`src/rtl/colseq_pkg.sv`:
```
package colseq_pkg;

    localparam int BLEN_W = 3;
    localparam int LG_W   = 4;

    localparam logic [BLEN_W-1:0] BLC_ONE  = 3'd0;
    localparam logic [BLEN_W-1:0] BLC_TWO  = 3'd1;
    localparam logic [BLEN_W-1:0] BLC_FOUR = 3'd2;
    localparam logic [BLEN_W-1:0] BLC_EGHT = 3'd3;
    localparam logic [BLEN_W-1:0] BLC_PAGE = 3'd7;

    typedef enum logic {ORD_SEQ = 1'b0, ORD_XOR = 1'b1} order_e;

    typedef struct packed {
        logic            full;
        order_e          order;
        logic [LG_W-1:0] lg;
    } burst_cfg_t;

    function automatic burst_cfg_t decode_cfg(
        input logic [BLEN_W-1:0] code,
        input logic              ilv,
        input logic              wr,
        input logic              wr_single
    );
        burst_cfg_t c;
        c.full  = 1'b0;
        c.order = ilv ? ORD_XOR : ORD_SEQ;
        case (code)
            BLC_TWO:  c.lg = 4'd1;
            BLC_FOUR: c.lg = 4'd2;
            BLC_EGHT: c.lg = 4'd3;
            BLC_PAGE: begin
                c.lg    = 4'd0;
                c.full  = 1'b1;
                c.order = ORD_SEQ;
            end
            default:  c.lg = 4'd0;
        endcase
        if (wr && wr_single) begin
            c.full  = 1'b0;
            c.lg    = 4'd0;
        end
        return c;
    endfunction

endpackage

```
`src/rtl/colseq_mode_dec.sv`:
```
module colseq_mode_dec
    import colseq_pkg::*;
(
    input  logic [BLEN_W-1:0] blen_i,
    input  logic              ilv_i,
    input  logic              is_write_i,
    input  logic              wr_single_i,
    output burst_cfg_t        cfg_o
);

    always_comb begin
        cfg_o = decode_cfg(blen_i, ilv_i, is_write_i, wr_single_i);
    end

endmodule

```
`src/rtl/colseq_beat_ctr.sv`:
```
module colseq_beat_ctr
    import colseq_pkg::*;
#(
    parameter int COL_W = 8
) (
    input  logic             clk,
    input  logic             rst,
    input  logic             start_i,
    input  logic             stop_i,
    input  logic [COL_W-1:0] col_i,
    input  burst_cfg_t       cfg_i,
    output logic             busy_o,
    output logic             end_beat_o,
    output logic [COL_W-1:0] cnt_o,
    output logic [COL_W-1:0] base_o,
    output logic [COL_W-1:0] mask_o,
    output burst_cfg_t       cfg_o
);

    localparam logic [COL_W-1:0] ONE = COL_W'(1);

    logic             busy_q;
    logic [COL_W-1:0] cnt_q;
    logic [COL_W-1:0] base_q;
    burst_cfg_t       cfg_q;
    logic [COL_W-1:0] mask;
    logic             end_beat;

    always_comb begin
        mask     = cfg_q.full ? {COL_W{1'b1}} : ((ONE << cfg_q.lg) - ONE);
        end_beat = !cfg_q.full && (cnt_q == mask);
    end

    always_ff @(posedge clk) begin
        if (rst) begin
            busy_q <= 1'b0;
            cnt_q  <= '0;
            base_q <= '0;
            cfg_q  <= '0;
        end else if (start_i) begin
            busy_q <= 1'b1;
            cnt_q  <= '0;
            base_q <= col_i;
            cfg_q  <= cfg_i;
        end else if (busy_q) begin
            if (stop_i || end_beat) begin
                busy_q <= 1'b0;
            end else begin
                cnt_q  <= cnt_q + ONE;
            end
        end
    end

    assign busy_o     = busy_q;
    assign end_beat_o = end_beat;
    assign cnt_o      = cnt_q;
    assign base_o     = base_q;
    assign mask_o     = mask;
    assign cfg_o      = cfg_q;

    // Mid-burst beats advance by one and keep the captured base
    assert_step_one_R4: assert property (@(posedge clk) disable iff (rst)
        (busy_q && !start_i && !stop_i && !end_beat)
        |=> (cnt_q == $past(cnt_q) + ONE) && (base_q == $past(base_q)));

endmodule

```
`src/rtl/colseq_addr_gen.sv`:
```
module colseq_addr_gen
    import colseq_pkg::*;
#(
    parameter int COL_W = 8
) (
    input  logic [COL_W-1:0] base_i,
    input  logic [COL_W-1:0] cnt_i,
    input  logic [COL_W-1:0] mask_i,
    input  order_e           order_i,
    output logic [COL_W-1:0] col_o
);

    logic [COL_W-1:0] sum;
    logic [COL_W-1:0] seq_col;
    logic [COL_W-1:0] xor_col;

    always_comb begin
        sum = base_i + cnt_i;
    end

    for (genvar b = 0; b < COL_W; b++) begin : g_bit
        assign seq_col[b] = mask_i[b] ? sum[b] : base_i[b];
        assign xor_col[b] = base_i[b] ^ (cnt_i[b] & mask_i[b]);
    end

    assign col_o = (order_i == ORD_XOR) ? xor_col : seq_col;

endmodule

```
`src/rtl/sdram_burst_colseq.sv`:
```
module sdram_burst_colseq
    import colseq_pkg::*;
#(
    parameter int COL_W = 8
) (
    input  logic              clk,
    input  logic              rst,
    input  logic              start_i,
    input  logic [COL_W-1:0]  col_i,
    input  logic [BLEN_W-1:0] blen_i,
    input  logic              ilv_i,
    input  logic              is_write_i,
    input  logic              wr_single_i,
    input  logic              stop_i,
    output logic [COL_W-1:0]  col_o,
    output logic              last_o,
    output logic              busy_o
);

    burst_cfg_t       cfg_new;
    burst_cfg_t       cfg_cur;
    logic             busy;
    logic             end_beat;
    logic [COL_W-1:0] cnt;
    logic [COL_W-1:0] base;
    logic [COL_W-1:0] mask;

    colseq_mode_dec u_dec (
        .blen_i      (blen_i),
        .ilv_i       (ilv_i),
        .is_write_i  (is_write_i),
        .wr_single_i (wr_single_i),
        .cfg_o       (cfg_new)
    );

    colseq_beat_ctr #(.COL_W(COL_W)) u_ctr (
        .clk        (clk),
        .rst        (rst),
        .start_i    (start_i),
        .stop_i     (stop_i),
        .col_i      (col_i),
        .cfg_i      (cfg_new),
        .busy_o     (busy),
        .end_beat_o (end_beat),
        .cnt_o      (cnt),
        .base_o     (base),
        .mask_o     (mask),
        .cfg_o      (cfg_cur)
    );

    colseq_addr_gen #(.COL_W(COL_W)) u_addr (
        .base_i  (base),
        .cnt_i   (cnt),
        .mask_i  (mask),
        .order_i (cfg_cur.order),
        .col_o   (col_o)
    );

    assign busy_o = busy;
    assign last_o = busy && end_beat;

    // Start loads beat 0 with the sampled column, also mid-burst
    assert_start_loads_R2: assert property (@(posedge clk) disable iff (rst)
        start_i |=> busy_o && (col_o == $past(col_i)));

    // Final beat ends the burst unless restarted
    assert_last_ends_R7: assert property (@(posedge clk) disable iff (rst)
        (last_o && !start_i) |=> !busy_o);

    // Stop without start terminates
    assert_stop_ends_R8: assert property (@(posedge clk) disable iff (rst)
        (busy_o && stop_i && !start_i) |=> (!busy_o && !last_o));

    // Write forced to one beat is last at once
    assert_wr_single_R9: assert property (@(posedge clk) disable iff (rst)
        (start_i && is_write_i && wr_single_i) |=> last_o);

    // Full page never flags a last beat
    assert_page_nolast_R6: assert property (@(posedge clk) disable iff (rst)
        (start_i && blen_i == BLC_PAGE && !(is_write_i && wr_single_i))
        |=> !last_o);

endmodule

```
`config.mk`:
```
export PLATFORM = sky130hd
export DESIGN_NAME = sdram_burst_colseq
export DESIGN_NICKNAME = d
export VERILOG_FILES = /design/src/rtl/colseq_pkg.sv /design/src/rtl/colseq_mode_dec.sv /design/src/rtl/colseq_beat_ctr.sv /design/src/rtl/colseq_addr_gen.sv /design/src/rtl/sdram_burst_colseq.sv
export SDC_FILE = /design/constraint.sdc
export NUM_CORES = 1
export LEC_CHECK = 0
export CORE_MARGIN = 2
export CORE_UTILIZATION = 54
export CTS_CLUSTER_SIZE = 16
export DETAILED_ROUTE_END_ITERATION = 6
export GPL_TIMING_DRIVEN = 1
export PLACE_DENSITY = 0.86
export SETUP_SLACK_MARGIN = 0.15
export SLEW_MARGIN = 0
export SYNTH_ARGS = -nofsm -noshare
export SYNTH_HDL_FRONTEND = slang
export SYNTH_HIERARCHICAL = 1
export SYNTH_SLANG_ARGS = --single-unit
```
`constraint.sdc`:
```
create_clock -name clk -period 3.5 [get_ports clk]
set_clock_uncertainty 0.15 [all_clocks]
set_input_delay 0.7 -clock clk [delete_from_list [all_inputs] [get_ports clk]]
set_output_delay 0.7 -clock clk [all_outputs]
set_load 0.1 [all_outputs]
```
## After elaboration in Yosys (flattened, before gate mapping)

Index checks and enable logic that the tools add are counted.
W data, S select, Z words.

| storage, ports and cells | value |
|---|---|
| memories kept | 0 |
| register bits after elaboration | 23 |
| input port bits | 18 |
| logic and storage cells | 57 |
| latch bits | 0 |
| ROM bits | 0 |
| memory bits (writable) | 0 |
| output and inout bits | 10 |

| operators by class | value |
|---|---|
| div/mod/pow operators | 0 |
| order comparisons | 0 |
| bitwise gates (word level) | 17 |
| reductions and logical operators | 7 |
| eq/ne operators | 5 |
| mux-type cells | 18 |
| add/subtract/negate cells | 3 |
| $mul | 0 |
| shift operators | 1 |

Operators with widths:

| kind | count |
|---|---|
| $mux W8 | 2 |
| $mux W1 | 13 |
| $add A8 B1 Y8 const B | 1 |
| $add A8 B8 Y8 | 1 |
| $and A1 B1 Y1 | 8 |
| $eq A8 B8 Y1 | 1 |
| $shl A1 B4 Y8 const A | 1 |
| $sub A8 B1 Y8 const B | 1 |
| $xor A1 B1 Y1 | 8 |
| $eq A3 B2 Y1 const B | 2 |
| $pmux W2 S3 | 1 |
| $mux W2 | 2 |
| $eq A3 B1 Y1 const B | 1 |
| $eq A3 B3 Y1 const B | 1 |
| $logic_and A1 B1 Y1 | 3 |
| $reduce_and A2 Y1 | 1 |
| $reduce_or A2 Y1 | 1 |
| $logic_not A1 Y1 | 1 |
| $logic_or A1 B1 Y1 | 1 |
| $not A1 Y1 | 1 |

## Depth between registers and ports, before layout

| depth | value |
|---|---|
| word-level depth | 9 |
| depth in mapped cells | 9 |
| gate-level depth less buffers | 8 |

## By module

The synthesis kept the hierarchy.

By module, submodules not included:

| module | area each (µm²) | instances | cells an instance | seq. area each (µm²) |
|---|---|---|---|---|
| colseq_beat_ctr | 1,285.0 | 1 | 139 | 460.4 |
| colseq_addr_gen | 513.0 | 1 | 71 | 0.0 |
| colseq_mode_dec | 52.6 | 1 | 9 | 0.0 |
| sdram_burst_colseq | 6.3 | 1 | 1 | 0.0 |

## Least setup slack after synthesis

OpenSTA, ideal clock, no wires.

| timing | value |
|---|---|
| path kind | register to output |
| from | reg u_ctr.cfg_q, in the netlist u_ctr/cfg_o[3] |
| to | out col_o[2] |
| stages on the path, launching flop included | 9 |
| setup slack | -1.014 ns |
| required time | 2.650 ns |
| arrival time | 3.664 ns |
| path through | dfxtp_1 -> buf_6 -> or4b_2 -> ha_1 -> nor2b_1 -> mux2i_1 -> nor2_1 -> a31o_2 -> a21oi_1 |

| on the way | value |
|---|---|
| word-level cells in the longest chain between the ends | 6 |
| elaborated cells on any way between the ends | 7 |
| those cells by class | 1 x add/sub; 1 x shift; 3 x mux; 2 x bitwise |

RTL lines:

| what | RTL line | text |
|---|---|---|
| from (decl) | colseq_beat_ctr.sv:25 | `burst_cfg_t cfg_q;` |
| from (signal assigned) | colseq_beat_ctr.sv:44 | `cfg_q <= cfg_i;` |
| $shl A1 B4 Y8 (*) | colseq_beat_ctr.sv:30 | `mask = cfg_q.full ? {COL_W{1'b1}} : ((ONE << cfg_q.lg) - ONE);` |
| $sub A8 B1 Y8 (*) | colseq_beat_ctr.sv:30 |  |
| $mux W8 (*) | colseq_beat_ctr.sv:30 |  |
| via mask[2] | sdram_burst_colseq.sv:26 | `logic [COL_W-1:0] mask;` |
| $and A1 B1 Y1 | colseq_addr_gen.sv:23 | `assign xor_col[b] = base_i[b] ^ (cnt_i[b] & mask_i[b]);` |
| $xor A1 B1 Y1 | colseq_addr_gen.sv:23 |  |
| $mux W8 (*) | colseq_addr_gen.sv:26 | `assign col_o = (order_i == ORD_XOR) ? xor_col : seq_col;` |
| to (decl) | sdram_burst_colseq.sv:15 | `output logic [COL_W-1:0] col_o,` |

Mark *: on every way through the listed nets, which the timed path passes. The rest lies on a longest branch.

## Worst setup path in the final report

| timing | value |
|---|---|
| from | reg u_ctr.cfg_q, in the netlist u_ctr/cfg_o[2] |
| to | out last_o |

| on the way | value |
|---|---|
| word-level cells in the longest chain between the ends | 6 |

RTL lines:

| what | RTL line | text |
|---|---|---|
| $shl A1 B4 Y8 | colseq_beat_ctr.sv:30 |  |
| $sub A8 B1 Y8 | colseq_beat_ctr.sv:30 |  |
| $mux W8 | colseq_beat_ctr.sv:30 |  |
| $eq A8 B8 Y1 | colseq_beat_ctr.sv:31 | `end_beat = !cfg_q.full && (cnt_q == mask);` |
| $logic_and A1 B1 Y1 | colseq_beat_ctr.sv:31 |  |
| via end_beat | sdram_burst_colseq.sv:23 | `logic end_beat;` |
| $logic_and A1 B1 Y1 | sdram_burst_colseq.sv:60 | `assign last_o = busy && end_beat;` |
| to (decl) | sdram_burst_colseq.sv:16 | `output logic last_o,` |

The timed path passes the listed nets, and every way through them passes these cells.

==> impl_metrics.tcl <==
set metrics [dict create \
    drtIter0Drc 96 \
    gp_congestion 0.821 \
    finalSetupViolCount 1 \
    grt_pass1_wl_um 7930 \
    arrival_ps 2730 \
    die_h_um 62.6 \
    placedCellCount 291 \
    antenna_cells 0 \
    violations "negative setup slack" \
    ios 28 \
    place_area_sq_mm 0.00232 \
    area_growth_pct 33.1 \
    postSynthAreaPerCell_sq_um 8.44 \
    synth_top_area_cell "dfxtp_1" \
    yosysSeqAreaShare 0.248 \
    synth_edf_count 0 \
    nets 284 \
    firstDrtPassIters 4 \
    power_uw 766 \
    start_util 0.561 \
    fin_crit_ps 3580 \
    cts_tree "built" \
    avgRoutedWirePerCell_um 15.2 \
    rsz0062_at_grt "true" \
    ys_ff_latch 23 \
    grt.total_usage 0.249 \
    dieArea_sq_mm 0.00392 \
    hold_slack_ps 406 \
    layout_commonest_cell "nor2_1" \
    synth-main-ff-cell "dfxtp_1" \
    critPathKind "flop to primary output" \
    synth_area_sq_mm 0.00186 \
    finalHoldViolations 0 \
    path_max_fanout 10 \
    clkSinkCount 23 \
    clk_latency_ps 320 \
    antenna_left 0 \
    worstPathRequired_ps 2650 \
    core-area_sq_mm 0.00331 \
    yosysTopAreaCellShare 0.248 \
    leakage_nw 1.00 \
    drv_slew 0 \
    power.density_mw_per_mm2 310 \
    critical_path.endpoint_type "primary output" \
    clk_path_buf_depth 2 \
    synth.area.top_cells "dfxtp_1, mux2i_1, ha_1" \
    grt_max_degree 18 \
    cts_buffers 3 \
    drc_errors 0 \
    drt-total-wl_um 4560 \
    worstMarginPinSlew_ps 508 \
    n_fill_cell 255 \
    setup_tns_ps -79.0 \
    relSlewSlack 0.657 \
    ys_async_sr_fraction 0 \
    antenna_found_initial 0 \
    yosysWarnings 6 \
    final_cell_mix "nor2_1, clkdlybuf4s50_1, dfxtp_1" \
    vias_per_cell 5.69 \
    overflow 0 \
    instances_no_fill 301 \
    cts_hold_buffers 0 \
    max_freq_mhz 279 \
    status "complete, but fails checks" \
    max_cap_viol_count 0 \
    peakVddDrop_mv 0.232 \
    row_count 21 \
    synth_cells 220 \
    drive_gt1_frac 0.275 \
    die_x_um 62.6 \
    layout_setup_ws_ps -79.0 \
    synth_cell_type_count 60 \
    grt_pass1_vias 1730 \
    worstHoldPathType "flop to flop" \
    hpwlAfterDp_um 3390 \
    via_count 1714 \
    cts-root-buf "clkbuf_4" \
    start_kind "flop" \
    h-tree-depth 1 \
    fin_crit_sh 1.02 \
    io_buffers 27 \
    final_area_sq_mm 0.00247 \
    clkTransAtPathRegs_ps 140 \
]
==> stage by stage <==
step | worst slack (ps) | utilization
floorplan | -85.0 | -
global placement | 200 | 0.700
detailed placement | 139 | 0.700
CTS | -79.7 | 0.733
global route | -187 | 0.746
finish | -79.0 | 0.746
==> Yosys cell counts, drive strengths merged (2+ instances only) <==
master  instances
nor4            3
dfxtp          23
or2             3
o22ai           3
or3             6
or4             3
nor3            2
clkbuf          6
a211oi          3
a31o            4
nor2b           3
nand2          11
inv             8
and2            6
xor2            7
nor2           20
buf             6
nand4           2
a21oi          16
o21ai          17
xnor2           4
mux2i          15
nand2b          3
nand3           9
o21a            2
o31a            2
a31oi           2
o31ai           2
ha              9
o21bai          2
==> critical path, stage by stage, from the launching register on <==
cell	delay [ps]
dfxtp_2	400
or4b_4	520
ha_4	290
xor2_1	150
nand2_1	70
or4_4	480
nor4_4	160
and2_4	190
buf_12	160
==> power by group <==
group          total, mW  switching, mW  internal (mW)
Clock              0.128         0.0837         0.0446
Combinational      0.354          0.208          0.146
Sequential         0.284         0.0133          0.271
==> area by class of cell <==
type                            count  area [sq um]  share of cell area
Tap cell                           46          57.6              0.0233
Sequential cell                    23           473               0.191
Clock buffer                        4          26.3              0.0106
Multi-Input combinational cell    178          1420               0.576
Timing Repair Buffer               42           462               0.187
Inverter                            8          30.0              0.0122
==> metal layers <==
metal  GRT usage  wire length (um)
met5           0                 0
met4      0.0833                84
met3      0.0216               107
met2       0.433              2260
met1       0.325              2120
==> what timing repair did <==
| action | in CTS | in global routing |
|---|---|---|
| setup endpoints to repair | 3 | 5 |
| pin swaps | 4 | 4 |
| setup buffers | 4 | 2 |
| gates resized for setup | 14 | 10 |
==> kinds of logic after synthesis <==
group,count (synthesis),synth area share
buffers and inverters,20,0.0505
XOR/XNOR,11,0.0620
AO/OA/AOI/OAI,62,0.245
multiplexers,16,0.0869
other,1,0.00202
flip-flops,23,0.248
AND/OR/NAND/NOR,77,0.235
adder cells (fa/ha/maj),10,0.0714
==> sequential cells by signal, summed over array words and instances (netlist names) <==
signal / flops
u_ctr/base_o: 8
u_ctr/busy_o: 1
u_ctr/cfg_o: 6
u_ctr/cnt_o: 8
==> worst paths after layout <==
path | start | endpoint | slack [ps] | cells past startpoint
setup / recovery | u_ctr/cfg_o[2] | last_o | -80 | 8
hold / removal | u_ctr/cnt_o[7] | u_ctr/cnt_o[7] | 410 | 2
setup reg to reg | u_ctr/cfg_o[2] | u_ctr/cnt_o[3] | 610 | 8
hold reg to reg | u_ctr/cnt_o[7] | u_ctr/cnt_o[7] | 410 | 2
Power figures use the tool's default switching activity.
